**config.mk**
```make
export PLATFORM = sky130hd
export DESIGN_NAME = pipe_hazard_ctrl
export DESIGN_NICKNAME = d
export VERILOG_FILES = /design/src/rtl/hzd_pkg.sv /design/src/rtl/hzd_decide.sv /design/src/rtl/hzd_state.sv /design/src/rtl/pipe_hazard_ctrl.sv
export SDC_FILE = /design/constraint.sdc
export NUM_CORES = 1
export LEC_CHECK = 0
export BUFFER_PORTS_ARGS = -buffer_cell sky130_fd_sc_hd__buf_4
export CAP_MARGIN = 10
export CORE_MARGIN = 5
export CORE_UTILIZATION = 30
export DETAILED_ROUTE_END_ITERATION = 6
export HOLD_SLACK_MARGIN = 0.15
export PLACE_DENSITY_LB_ADDON = 0.1
export SYNTH_ARGS = -nofsm -noshare
export SYNTH_HDL_FRONTEND = slang
export SYNTH_SLANG_ARGS = --single-unit
```
**constraint.sdc**
```tcl
create_clock -name clk -period 1.3 [get_ports clk]
set_input_delay 0.065 -clock clk [delete_from_list [all_inputs] [get_ports clk]]
set_output_delay 0.065 -clock clk [all_outputs]
set_load 0.01 [all_outputs]
```
**src/rtl/hzd_pkg.sv**
```systemverilog
package hzd_pkg;

  localparam int CLASS_W = 3;

  typedef enum logic [CLASS_W-1:0] {
    CLS_RR = 3'd0,
    CLS_RI = 3'd1,
    CLS_LD = 3'd2,
    CLS_ST = 3'd3,
    CLS_BR = 3'd4
  } instClass_e;

  typedef enum logic [1:0] {
    FWD_DECODE = 2'd0,
    FWD_EXMEM  = 2'd1,
    FWD_MEMWB  = 2'd2
  } fwdSel_e;

  typedef enum logic [1:0] {
    PC_INC    = 2'd0,
    PC_HOLD   = 2'd1,
    PC_TARGET = 2'd2
  } pcSel_e;

  // strobes from the hazard decision logic to the valid-bit state
  typedef struct packed {
    logic stall;
    logic squash;
    logic fdNext;
    logic deNext;
    logic emNext;
    logic mwNext;
    logic takenNext;
  } ctrlStrobes_t;

  // undefined codes fold onto register-immediate
  function automatic instClass_e decodeClass(logic [CLASS_W-1:0] code);
    instClass_e cls;
    case (code)
      3'd0:    cls = CLS_RR;
      3'd2:    cls = CLS_LD;
      3'd3:    cls = CLS_ST;
      3'd4:    cls = CLS_BR;
      default: cls = CLS_RI;
    endcase
    return cls;
  endfunction

endpackage

```
**src/rtl/hzd_decide.sv**
```systemverilog
module hzd_decide
  import hzd_pkg::*;
#(
  parameter int REG_W = 5
) (
  input  logic               clk,
  input  logic               rst,
  input  logic               flushReq,
  input  logic [CLASS_W-1:0] fdClass,
  input  logic [REG_W-1:0]   fdSrcA,
  input  logic [REG_W-1:0]   fdSrcB,
  input  logic [CLASS_W-1:0] deClass,
  input  logic [REG_W-1:0]   deDest,
  input  logic [REG_W-1:0]   deSrcA,
  input  logic [REG_W-1:0]   deSrcB,
  input  logic               brTrue,
  input  logic [CLASS_W-1:0] emClass,
  input  logic [REG_W-1:0]   emDest,
  input  logic [REG_W-1:0]   mwDest,
  input  logic               fdValid,
  input  logic               deValid,
  input  logic               emValid,
  input  logic               mwValid,
  input  logic               takenQ,
  output ctrlStrobes_t       strobes,
  output pcSel_e             pcSel,
  output fwdSel_e            fwdASel,
  output fwdSel_e            fwdBSel,
  output logic               aluBImm,
  output logic               memWrite
);

  localparam int NUM_OPS = 2;

  instClass_e fdCls, deCls, emCls;
  logic       fdReadsB;
  logic       loadUse;
  logic       squashNow;
  logic       emFwdOk;
  logic [REG_W-1:0] opSrc [NUM_OPS];
  fwdSel_e          opSel [NUM_OPS];

  assign fdCls = decodeClass(fdClass);
  assign deCls = decodeClass(deClass);
  assign emCls = decodeClass(emClass);

  // second source only counts for classes that really read it
  assign fdReadsB = (fdCls == CLS_RR) || (fdCls == CLS_ST) || (fdCls == CLS_BR);

  assign loadUse = deValid && (deCls == CLS_LD) && fdValid &&
                   ((deDest == fdSrcA) || (fdReadsB && (deDest == fdSrcB)));

  assign squashNow = takenQ;

  // a load result is not ready in execute/memory, so it never forwards from there
  assign emFwdOk = emValid && ((emCls == CLS_RR) || (emCls == CLS_RI));

  assign opSrc[0] = deSrcA;
  assign opSrc[1] = deSrcB;

  for (genvar k = 0; k < NUM_OPS; k++) begin : g_fwd
    assign opSel[k] = (emFwdOk && (emDest == opSrc[k])) ? FWD_EXMEM :
                      (mwValid && (mwDest == opSrc[k])) ? FWD_MEMWB :
                                                          FWD_DECODE;
  end

  assign fwdASel = opSel[0];
  assign fwdBSel = opSel[1];

  assign aluBImm  = (deCls == CLS_RI) || (deCls == CLS_LD) || (deCls == CLS_ST);
  assign memWrite = emValid && (emCls == CLS_ST);

  always_comb begin
    if (squashNow)                pcSel = PC_TARGET;
    else if (loadUse || flushReq) pcSel = PC_HOLD;
    else                          pcSel = PC_INC;
  end

  always_comb begin
    strobes.stall     = loadUse;
    strobes.squash    = squashNow;
    strobes.fdNext    = (loadUse || !flushReq) && !squashNow;
    strobes.deNext    = !squashNow && !loadUse && fdValid;
    strobes.emNext    = !squashNow && deValid;
    strobes.mwNext    = emValid && ((emCls == CLS_RR) || (emCls == CLS_RI) ||
                                    (emCls == CLS_LD));
    strobes.takenNext = !squashNow && deValid && (deCls == CLS_BR) && brTrue;
  end

  // an execute/memory forward needs a live producer in that stage
  assert_fwd_live_R7: assert property (@(posedge clk) disable iff (rst)
    (fwdASel == FWD_EXMEM) |-> emValid);

  // a writeback forward needs a valid writeback
  assert_fwdb_live_R7: assert property (@(posedge clk) disable iff (rst)
    (fwdBSel == FWD_MEMWB) |-> mwValid);

  // a stall can only come from a valid load in decode/execute
  assert_stall_load_R3: assert property (@(posedge clk) disable iff (rst)
    strobes.stall |-> (deValid && fdValid));

  // a taken branch overrides holding the program counter
  assert_pc_branch_R9: assert property (@(posedge clk) disable iff (rst)
    takenQ |-> (pcSel == PC_TARGET));

endmodule

```
**src/rtl/hzd_state.sv**
```systemverilog
module hzd_state
  import hzd_pkg::*;
(
  input  logic         clk,
  input  logic         rst,
  input  ctrlStrobes_t strobes,
  output logic         fdValid,
  output logic         deValid,
  output logic         emValid,
  output logic         mwValid,
  output logic         takenQ
);

  always_ff @(posedge clk) begin
    if (rst) begin
      fdValid <= 1'b0;
      deValid <= 1'b0;
      emValid <= 1'b0;
      mwValid <= 1'b0;
      takenQ  <= 1'b0;
    end else begin
      fdValid <= strobes.fdNext;
      deValid <= strobes.deNext;
      emValid <= strobes.emNext;
      mwValid <= strobes.mwNext;
      takenQ  <= strobes.takenNext;
    end
  end

  // a stall leaves a bubble in decode/execute
  assert_bubble_R4: assert property (@(posedge clk) disable iff (rst)
    strobes.stall |=> !deValid);

  // a stall without squash keeps fetch/decode alive even under flush
  assert_hold_fd_R10: assert property (@(posedge clk) disable iff (rst)
    (strobes.stall && !strobes.squash) |=> fdValid);

  // squash empties the three younger stages and cannot repeat at once
  assert_squash_clear_R6: assert property (@(posedge clk) disable iff (rst)
    strobes.squash |=> (!fdValid && !deValid && !emValid && !takenQ));

  // writeback only follows a valid execute/memory stage
  assert_wb_origin_R11: assert property (@(posedge clk) disable iff (rst)
    mwValid |-> $past(emValid));

endmodule

```
**src/rtl/pipe_hazard_ctrl.sv**
```systemverilog
module pipe_hazard_ctrl
  import hzd_pkg::*;
#(
  parameter int REG_W = 5
) (
  input  logic             clk,
  input  logic             rst,
  input  logic             flushReq,
  input  logic [2:0]       fdClass,
  input  logic [REG_W-1:0] fdSrcA,
  input  logic [REG_W-1:0] fdSrcB,
  input  logic [2:0]       deClass,
  input  logic [REG_W-1:0] deDest,
  input  logic [REG_W-1:0] deSrcA,
  input  logic [REG_W-1:0] deSrcB,
  input  logic             brTrue,
  input  logic [2:0]       emClass,
  input  logic [REG_W-1:0] emDest,
  input  logic [REG_W-1:0] mwDest,
  output logic             stall,
  output logic             squash,
  output logic             fdValid,
  output logic             deValid,
  output logic             emValid,
  output logic             mwValid,
  output logic [1:0]       pcSel,
  output logic [1:0]       fwdASel,
  output logic [1:0]       fwdBSel,
  output logic             aluBImm,
  output logic             memWrite
);

  ctrlStrobes_t strobes;
  pcSel_e       pcSelE;
  fwdSel_e      fwdAE, fwdBE;
  logic         takenQ;

  hzd_decide #(.REG_W(REG_W)) u_decide (
    .clk      (clk),
    .rst      (rst),
    .flushReq (flushReq),
    .fdClass  (fdClass),
    .fdSrcA   (fdSrcA),
    .fdSrcB   (fdSrcB),
    .deClass  (deClass),
    .deDest   (deDest),
    .deSrcA   (deSrcA),
    .deSrcB   (deSrcB),
    .brTrue   (brTrue),
    .emClass  (emClass),
    .emDest   (emDest),
    .mwDest   (mwDest),
    .fdValid  (fdValid),
    .deValid  (deValid),
    .emValid  (emValid),
    .mwValid  (mwValid),
    .takenQ   (takenQ),
    .strobes  (strobes),
    .pcSel    (pcSelE),
    .fwdASel  (fwdAE),
    .fwdBSel  (fwdBE),
    .aluBImm  (aluBImm),
    .memWrite (memWrite)
  );

  hzd_state u_state (
    .clk     (clk),
    .rst     (rst),
    .strobes (strobes),
    .fdValid (fdValid),
    .deValid (deValid),
    .emValid (emValid),
    .mwValid (mwValid),
    .takenQ  (takenQ)
  );

  assign stall   = strobes.stall;
  assign squash  = strobes.squash;
  assign pcSel   = pcSelE;
  assign fwdASel = fwdAE;
  assign fwdBSel = fwdBE;

endmodule

```
Word level (Yosys, flattened, before mapping)
Index checks and enable logic that the tools add are counted.
{"block": "op_classes", "n_addsub": 0, "shifts": 0, "n_reduce_logical": 34, "n_div": 0, "n_eq_ne": 24, "n_bitwise": 0, "magnitude_cmp": 0, "n_mux": 9, "n_mul": 0}
{"cell": "case mux 3 bit (4 select lines)", "n": 3}
{"cell": "equality test 3 x 2 -> 1 bit, second input constant", "n": 11}
{"cell": "equality test 5 bit", "n": 6}
{"cell": "logical AND 1 bit", "n": 17}
{"cell": "equality test 3 bit, second input constant", "n": 5}
{"cell": "zero test 3 bit", "n": 5}
{"cell": "2-to-1 mux 2 bit", "n": 5}
{"cell": "logical OR 1 bit", "n": 9}
{"cell": "equality test 3 x 1 -> 1 bit, second input constant", "n": 2}
{"cell": "zero test 1 bit", "n": 3}
{"cell": "2-to-1 mux 1 bit", "n": 1}
{"block": "word_totals", "ram_bits": 0, "memories": 0, "word_cells": 72, "in_bits": 48, "output_inout_bits": 14, "romBits": 0, "ff_bits": 5, "latchBits": 0}

Logic depth before layout (Yosys ltp)
Gate-level depths: netlist of run 1.
{"block": "logic_depth", "ltp_word": 11, "ltp_mapped": 4, "depth_no_buf": 4}

Modules after synthesis
A second synthesis of run 1 with hierarchy kept.
{"block": "unflattened", "cells_unflattened": 79, "area_unflattened_um2": 659.4}
{"mod": "hzd_decide", "area_each_um2": 528.0, "n_inst": 1, "cells_per_inst": 69, "seq_area_each_um2": 0.0}
{"mod": "hzd_state", "area_each_um2": 131.4, "n_inst": 1, "cells_per_inst": 10, "seq_area_each_um2": 100.1}

Worst setup path before layout of run 1
No wires, ideal clock.
{"block": "synth_timing", "path_kind": "flip-flop to output port", "from": "reg u_state.emValid", "to": "out fwdASel[1]", "stages_incl_launch_ff": 4, "slack_ns": 0.046, "required_time_ns": 1.235, "arrival_ns": 1.189, "cell_sequence": "dfxtp_1 -> nand3_1 -> nor4_1 -> nor2_1"}
{"block": "synth_between", "elab_chain_cells": 3}
{"item": "from (decl)", "line_no": "hzd_state.sv:9", "rtl": "output logic emValid,"}
{"item": "from (signal assigned)", "line_no": "hzd_state.sv:24", "rtl": "emValid <= strobes.emNext;"}
{"item": "logical AND 1 bit", "line_no": "hzd_decide.sv:56", "rtl": "assign emFwdOk = emValid && ((emCls == CLS_RR) || (emCls == CLS_RI));"}
{"item": "logical AND 1 bit", "line_no": "hzd_decide.sv:62", "rtl": "assign opSel[k] = (emFwdOk && (emDest == opSrc[k])) ? FWD_EXMEM :"}
{"item": "2-to-1 mux 2 bit", "line_no": "hzd_decide.sv:62"}
{"item": "to (decl)", "line_no": "pipe_hazard_ctrl.sv:27", "rtl": "output logic [1:0] fwdASel,"}
No other way between the ends.

Worst setup path after layout of run 1
{"block": "layout_timing", "from": "reg u_state.fdValid", "to": "out pcSel[0]"}
{"block": "layout_between", "elab_chain_cells": 5}
{"item": "from (decl)", "line_no": "hzd_state.sv:7", "rtl": "output logic fdValid,"}
{"item": "from (signal assigned)", "line_no": "hzd_state.sv:22", "rtl": "fdValid <= strobes.fdNext;"}
{"item": "logical AND 1 bit (2 in a row)", "line_no": "hzd_decide.sv:50", "rtl": "assign loadUse = deValid && (deCls == CLS_LD) && fdValid &&"}
{"item": "logical OR 1 bit", "line_no": "hzd_decide.sv:75", "rtl": "else if (loadUse || flushReq) pcSel = PC_HOLD;"}
{"item": "2-to-1 mux 1 bit", "line_no": "hzd_decide.sv:75"}
{"item": "2-to-1 mux 2 bit", "line_no": "hzd_decide.sv:74", "rtl": "if (squashNow) pcSel = PC_TARGET;"}
{"item": "to (decl)", "line_no": "pipe_hazard_ctrl.sv:26", "rtl": "output logic [1:0] pcSel,"}
No other way between the ends.

==> impl_metrics.yaml, run 1 <==
status:
  outcome: "finished, violations left"
  failed_checks: "setup timing"
grt:
  grt_pass1_wl_mm: 3.401
  grt_max_degree: 6
  antenna_found_initial: 0
  grt_overflow: 0
  grt_use_total: 0.1318
  grt_pass1_vias: 877
power:
  ir_worst_vdd_mv: 0.3603
  pwr_density_cell_nw_per_um2: 497.6
  p_comb_frac: 0.478
  power_frac_seq: 0.253
  swShare: 0.2915
  power_leakage_nw: 0.6061
  switchingPower_mw: 0.1877
  clkPwrFrac: 0.269
  p_int_mw: 0.4561
worst_setup_path:
  cp.arrival_ns: 1.30
  slowest_delay_ns: 0.32
  criticalPathCategory: "register to primary output"
  reg2reg_depth: 5
  crit_path_end_kind: "primary output"
  rrSetupSlack_ns: 0.09
  cp_max_fo: 4
  start_kind: "register"
  crit_slowest_cell: "dfxtp_2"
  required_ns: 1.24
  path_cells: "nand4b_1 -> nor2_2 -> nand3_2 -> a31oi_1 -> buf_4"
layout:
  seq_area_um2: 103.9
  utilization: 0.6594
  diodes: 0
  multi_input_area_um2: 555.5
  nFillCells: 181
  drive_gt1_frac: 0.5563
  final_common_cell: "buf_4"
  final_cell_mix: "65 x buf_4, 22 x xor2_1, 8 x xnor2_1"
  final_area_um2: 1294
  syn2layout_area_growth_pct: 111.0
  fin_nets: 200
clocking:
  h-tree-depth: 1
  clk_path_buf_depth: 2
  clk_pin_slew_worst_paths_ns: 0.04
  insertion_delay_ns: 0.24
  cts_sinks: 5
  cts_tree: "built"
  cts-root-buf: "clkbuf_4"
  cts_made_buffers: 3
place:
  dpl.hpwl_mm: 1.744
  io_buffers: 61
  dpl_cell_area_um2: 1112
  pre_cts_ws_ns: 0.006740
  gp_congestion: 0.8416
sta:
  tns_ns: -0.06833
  relSlewSlack: 0.7478
  min_period_ns: 1.368
  hold_viol: 0
  fmax_mhz: 730.8
  rsz0062_at_grt: "true"
  finalCritPeriodShare: 1.053
  fin_worst_skew_ns: 0.001386
  setup-violations-final: 1
  worst_pin_slew_ns: 0.3761
  setup_ws_ns: -0.06833
  maxSlewViolCount: 0
detailed_routing:
  via_per_inst: 4.545
  drt-pass1-iter-count: 4
  drtIter0Drc: 5
  num_vias: 809
  totalWireLength_mm: 2.077
  ant_nets: 0
  wl_per_cell_um: 11.67
  post-route-drc-count: 0
floorplanning:
  io_pins: 62
  dieArea_um2: 3048
  core-area_um2: 1962
  rows: 16
  initial_utilization: 0.3125
  die_w_um: 55.21
  die_h_um: 55.21
synth:
  netlist_instances: 76
  syn_area_per_cell_um2: 8.067
  ys_ff_latch: 5
  synth_seq_area_share: 0.1633
  synth-edff-count: 0
  yosys.cell_types.count: 24
  synthArstFlopShare: 0
  yosysWarnings: 0
  postSynthNetCount: 124
  syn-cell-area_um2: 613.1
  synthFlopType: "dfxtp_1"
job:
  max-cap-violations: 0
hold_path:
  hold_path.class: "input port to register"
  min_path_cells: 3
==> per-stage QoR <==
step | power [mW] | hold WS (ns) | instances
2_1_floorplan | 0.2664 | 0.1329 | 76
3_3_place_gp | 0.4343 | 0.2550 | 165
3_5_place_dp | 0.4363 | 0.2552 | 165
4_1_cts | 0.6366 | 0.1254 | 175
5_1_grt | 0.6922 | 0.2011 | 178
6_report | 0.6438 | 0.1703 | 178
==> worst max-delay path, delay by kind of cell (launching register included) <==
kind	cells	cell delay, ns
buffers and inverters	1	0.14
flip-flops	1	0.32
AO/OA/AOI/OAI	1	0.19
AND/OR/NAND/NOR	3	0.41
==> Yosys cell counts (2+ instances only) <==
library cell / number / share of area
nor4_1: 4 / 0.041
nand2b_1: 2 / 0.020
nand3_1: 6 / 0.049
nand2_1: 3 / 0.018
nor2_1: 6 / 0.037
dfxtp_1: 5 / 0.16
xnor2_1: 8 / 0.11
inv_1: 4 / 0.024
nor3_1: 2 / 0.016
xor2_1: 22 / 0.31
==> sequential cells by signal, summed over array words and instances (netlist names) <==
register	count
u_state.deValid	1
u_state.emValid	1
u_state.mwValid	1
u_state.takenQ	1
u_state.fdValid	1
==> power groups by stage <==
stage	Clock (mW)	Sequential, mW	Combinational, mW
finish	0.173	0.163	0.308
global route	0.194	0.163	0.335
CTS	0.183	0.162	0.292
detailed placement	0	0.164	0.273
global placement	0	0.164	0.270
floorplan	0	0.166	0.100
==> final cells by class <==
cell class | instances | area share
clock buffers | 4 | 0.02031
inverters | 4 | 0.01161
multi-input cells | 66 | 0.4294
flip-flops and latches | 5 | 0.08027
well taps | 27 | 0.02611
repair buffers | 72 | 0.4323
==> logic make-up after synthesis <==
family | count (synthesis) | share of synthesized area
buffers and inverters | 5 | 0.03673
AO/OA/AOI/OAI | 6 | 0.09591
XOR/XNOR | 30 | 0.4286
flip-flops | 5 | 0.1633
AND/OR/NAND/NOR | 30 | 0.2755
==> per-layer routing <==
layer | track usage | up-vias | routed length, µm
met5 | 0 | - | 0
met4 | 0.03125 | 0 | 17
met3 | 0.05361 | 2 | 178
li1 | - | 415 | -
met2 | 0.2584 | 36 | 1192
met1 | 0.1246 | 356 | 688
==> timing repair <==
action / CTS / global route
setup buffers: 0 / 3
gates cloned: 0 / 0
hold buffers: 6 / 0
setup endpoints to repair: 6 / 6
pin swaps: 5 / 3
endpoints found under the hold margin: 4 / 0
gates resized for setup: 5 / 9
==> path summary, 6_finish.rpt <==
| kind | start | to |
|---|---|---|
| setup / recovery | u_state.fdValid | pcSel[0] |
| hold reg to reg | u_state.takenQ | u_state.fdValid |
| setup reg to reg | u_state.fdValid | u_state.fdValid |
| hold / removal | deClass[2] | u_state.deValid |
(Power assumes the default switching activity.)
==> inputs of run 2 (changes only) <==
--- a/config.mk
+++ b/config.mk
@@ -12,6 +12,7 @@
 export DETAILED_ROUTE_END_ITERATION = 6
 export HOLD_SLACK_MARGIN = 0.15
 export PLACE_DENSITY_LB_ADDON = 0.1
+export SETUP_SLACK_MARGIN = 0.2
 export SYNTH_ARGS = -nofsm -noshare
 export SYNTH_HDL_FRONTEND = slang
 export SYNTH_SLANG_ARGS = --single-unit
==> run 2 against run 1 <==
Effect of this change: the flow still finishes with violations (setup timing); flip-flop and latch count unchanged; clock skew up 0.0070 ns; core utilization up 1.2 points; critical endpoint unchanged; largest cell class unchanged; largest power group unchanged.
==> impl_metrics.yaml, run 2 (same netlist as run 1, synthesis figures left out) <==
status:
  outcome: "finished, violations left"
  failed_checks: "setup timing"
sta:
  fmax_mhz: 696.5
  whs_ns: 0.1337
  setup_ws_ns: -0.1358
  hold_viol: 0
  rsz0062_at_grt: "true"
  relSlewSlack: 0.7473
  finalCritPeriodShare: 1.104
  worst_pin_slew_ns: 0.3767
  setup-violations-final: 3
  min_period_ns: 1.436
  fin_worst_skew_ns: 0.008342
  maxSlewViolCount: 0
  tns_ns: -0.2836
detailed_routing:
  wl_per_cell_um: 12.79
  ant_nets: 0
  post-route-drc-count: 0
  drt-pass1-iter-count: 4
  drtIter0Drc: 23
  totalWireLength_mm: 2.289
  via_per_inst: 4.626
  num_vias: 828
power:
  power_frac_seq: 0.243
  p_int_mw: 0.4575
  swShare: 0.3133
  pwr_density_cell_nw_per_um2: 505.7
  switchingPower_mw: 0.2087
  total_power_mw: 0.6662
  power_leakage_nw: 0.6160
  p_comb_frac: 0.466
  clkPwrFrac: 0.291
  ir_worst_vdd_mv: 0.3906
worst_setup_path:
  slowest_delay_ns: 0.32
  cp_max_fo: 4
  r2r_start: "u_state.deValid"
  reg2reg_depth: 6
  crit_path_end_kind: "primary output"
  critical_path_buf_inv_count: 1
  criticalPathCategory: "register to primary output"
  cp.arrival_ns: 1.37
  path_cells: "nand4b_1 -> nor2_4 -> nand3_2 -> a31oi_2 -> buf_4"
  rrSetupSlack_ns: -0.06
  r2r_end: "u_state.fdValid"
  critPathTopFamily: "simple AND/OR/NAND/NOR gates"
  required_ns: 1.24
  start_kind: "register"
  crit_slowest_cell: "dfxtp_2"
job:
  max-cap-violations: 0
floorplanning:
  dieArea_um2: 3048
  io_pins: 62
  rows: 16
  initial_utilization: 0.3125
  die_w_um: 55.21
  die_h_um: 55.21
  core-area_um2: 1962
layout:
  syn2layout_area_growth_pct: 114.9
  diodes: 0
  drive_gt1_frac: 0.5724
  fin_nets: 201
  final_area_um2: 1318
  final_common_cell: "buf_4"
  final_cell_mix: "65 x buf_4, 22 x xor2_1, 8 x xnor2_1"
hold_path:
  hold_path.class: "input port to register"
  hold_path_end: "u_state.deValid"
  min_from: "deClass[2]"
  min_path_cells: 3
clocking:
  clk_path_buf_depth: 2
  cts_made_buffers: 3
  clk_pin_slew_worst_paths_ns: 0.05
  cts-root-buf: "clkbuf_4"
  h-tree-depth: 1
  cts_tree: "built"
  insertion_delay_ns: 0.25
  cts_sinks: 5
place:
  dpl_cell_area_um2: 1144
  io_buffers: 61
  dpl.hpwl_mm: 1.774
  gp_congestion: 0.7476
grt:
  grt_pass1_wl_mm: 3.636
  grt_pass1_vias: 921
  grt_use_total: 0.1413
  antenna_found_initial: 0
  grt_max_degree: 6
  grt_overflow: 0
==> run 2: cell types whose count changed in the layout (fill, tap and decap cells not counted), sizes merged <==
cell,previous run,this run
buf,66,68
dlygate4sd3,6,5
==> run 2: worst max path at each step <==
stage                     depth (start not counted)  slack, ns       startpoint              end
after floorplan                                   4       0.21  u_state.fdValid  u_state.fdValid
after global placement                            6      -0.04        deDest[0]         pcSel[0]
after detailed placement                          6      -0.06        deDest[0]         pcSel[0]
after CTS                                         5      -0.11  u_state.deValid         pcSel[0]
after global routing                              5      -0.21  u_state.deValid         pcSel[0]
final                                             5      -0.14  u_state.deValid         pcSel[0]
==> run 2: power by group through the flow <==
stage | combinational (mW) | clock (mW) | sequential, mW
2_1_floorplan | 0.113 | 0 | 0.167
3_3_place_gp | 0.276 | 0 | 0.165
3_5_place_dp | 0.280 | 0 | 0.165
4_1_cts | 0.298 | 0.195 | 0.162
5_1_grt | 0.339 | 0.207 | 0.162
6_report | 0.311 | 0.194 | 0.162
==> run 2: what timing repair did <==
item,4_1_cts,5_1_grt
resized for setup,6,3
hold endpoints to repair,4,1
buffers inserted,6,1
pin swaps,7,0
setup endpoints to repair,7,7
gates cloned,0,0
hold buffers,3,2
==> run 2: stage by stage <==
stage                     utilization  std cells  worst slack [ns]
after CTS                      0.6467        176           -0.1086
final                          0.6716        179           -0.1358
after detailed placement       0.5829        163          -0.06379
after global placement         0.5829        163          -0.04150
after floorplan                     -         76            0.2072
after global routing           0.6716        179           -0.2134
==> run 2: layout make-up <==
type	count	area (µm²)
Tap cell	27	33.78
Fill cell	186	644.4
Multi-Input combinational cell	66	566.8
Inverter	4	15.01
Sequential cell	5	103.9
Timing Repair Buffer	73	571.8
Clock buffer	4	26.28
==> run 2: metal layers <==
| layer | vias to the layer above | wire length (µm) | part of all wire | GRT usage |
|---|---|---|---|---|
| li1 | 413 | - | - | - |
| met1 | 374 | 850 | 0.37 | 0.1538 |
| met2 | 41 | 1253 | 0.55 | 0.2618 |
| met3 | 0 | 185 | 0.081 | 0.04662 |
| met4 | 0 | 0 | 0 | 0.03125 |
| met5 | - | 0 | 0 | 0 |
==> run 2: worst register-to-register path, delay by kind of cell (launching register included) <==
kind | cells | cell delay (ns)
flops | 1 | 0.32
compound gates | 1 | 0.24
buf+inv | 2 | 0.27
simple gates | 3 | 0.42
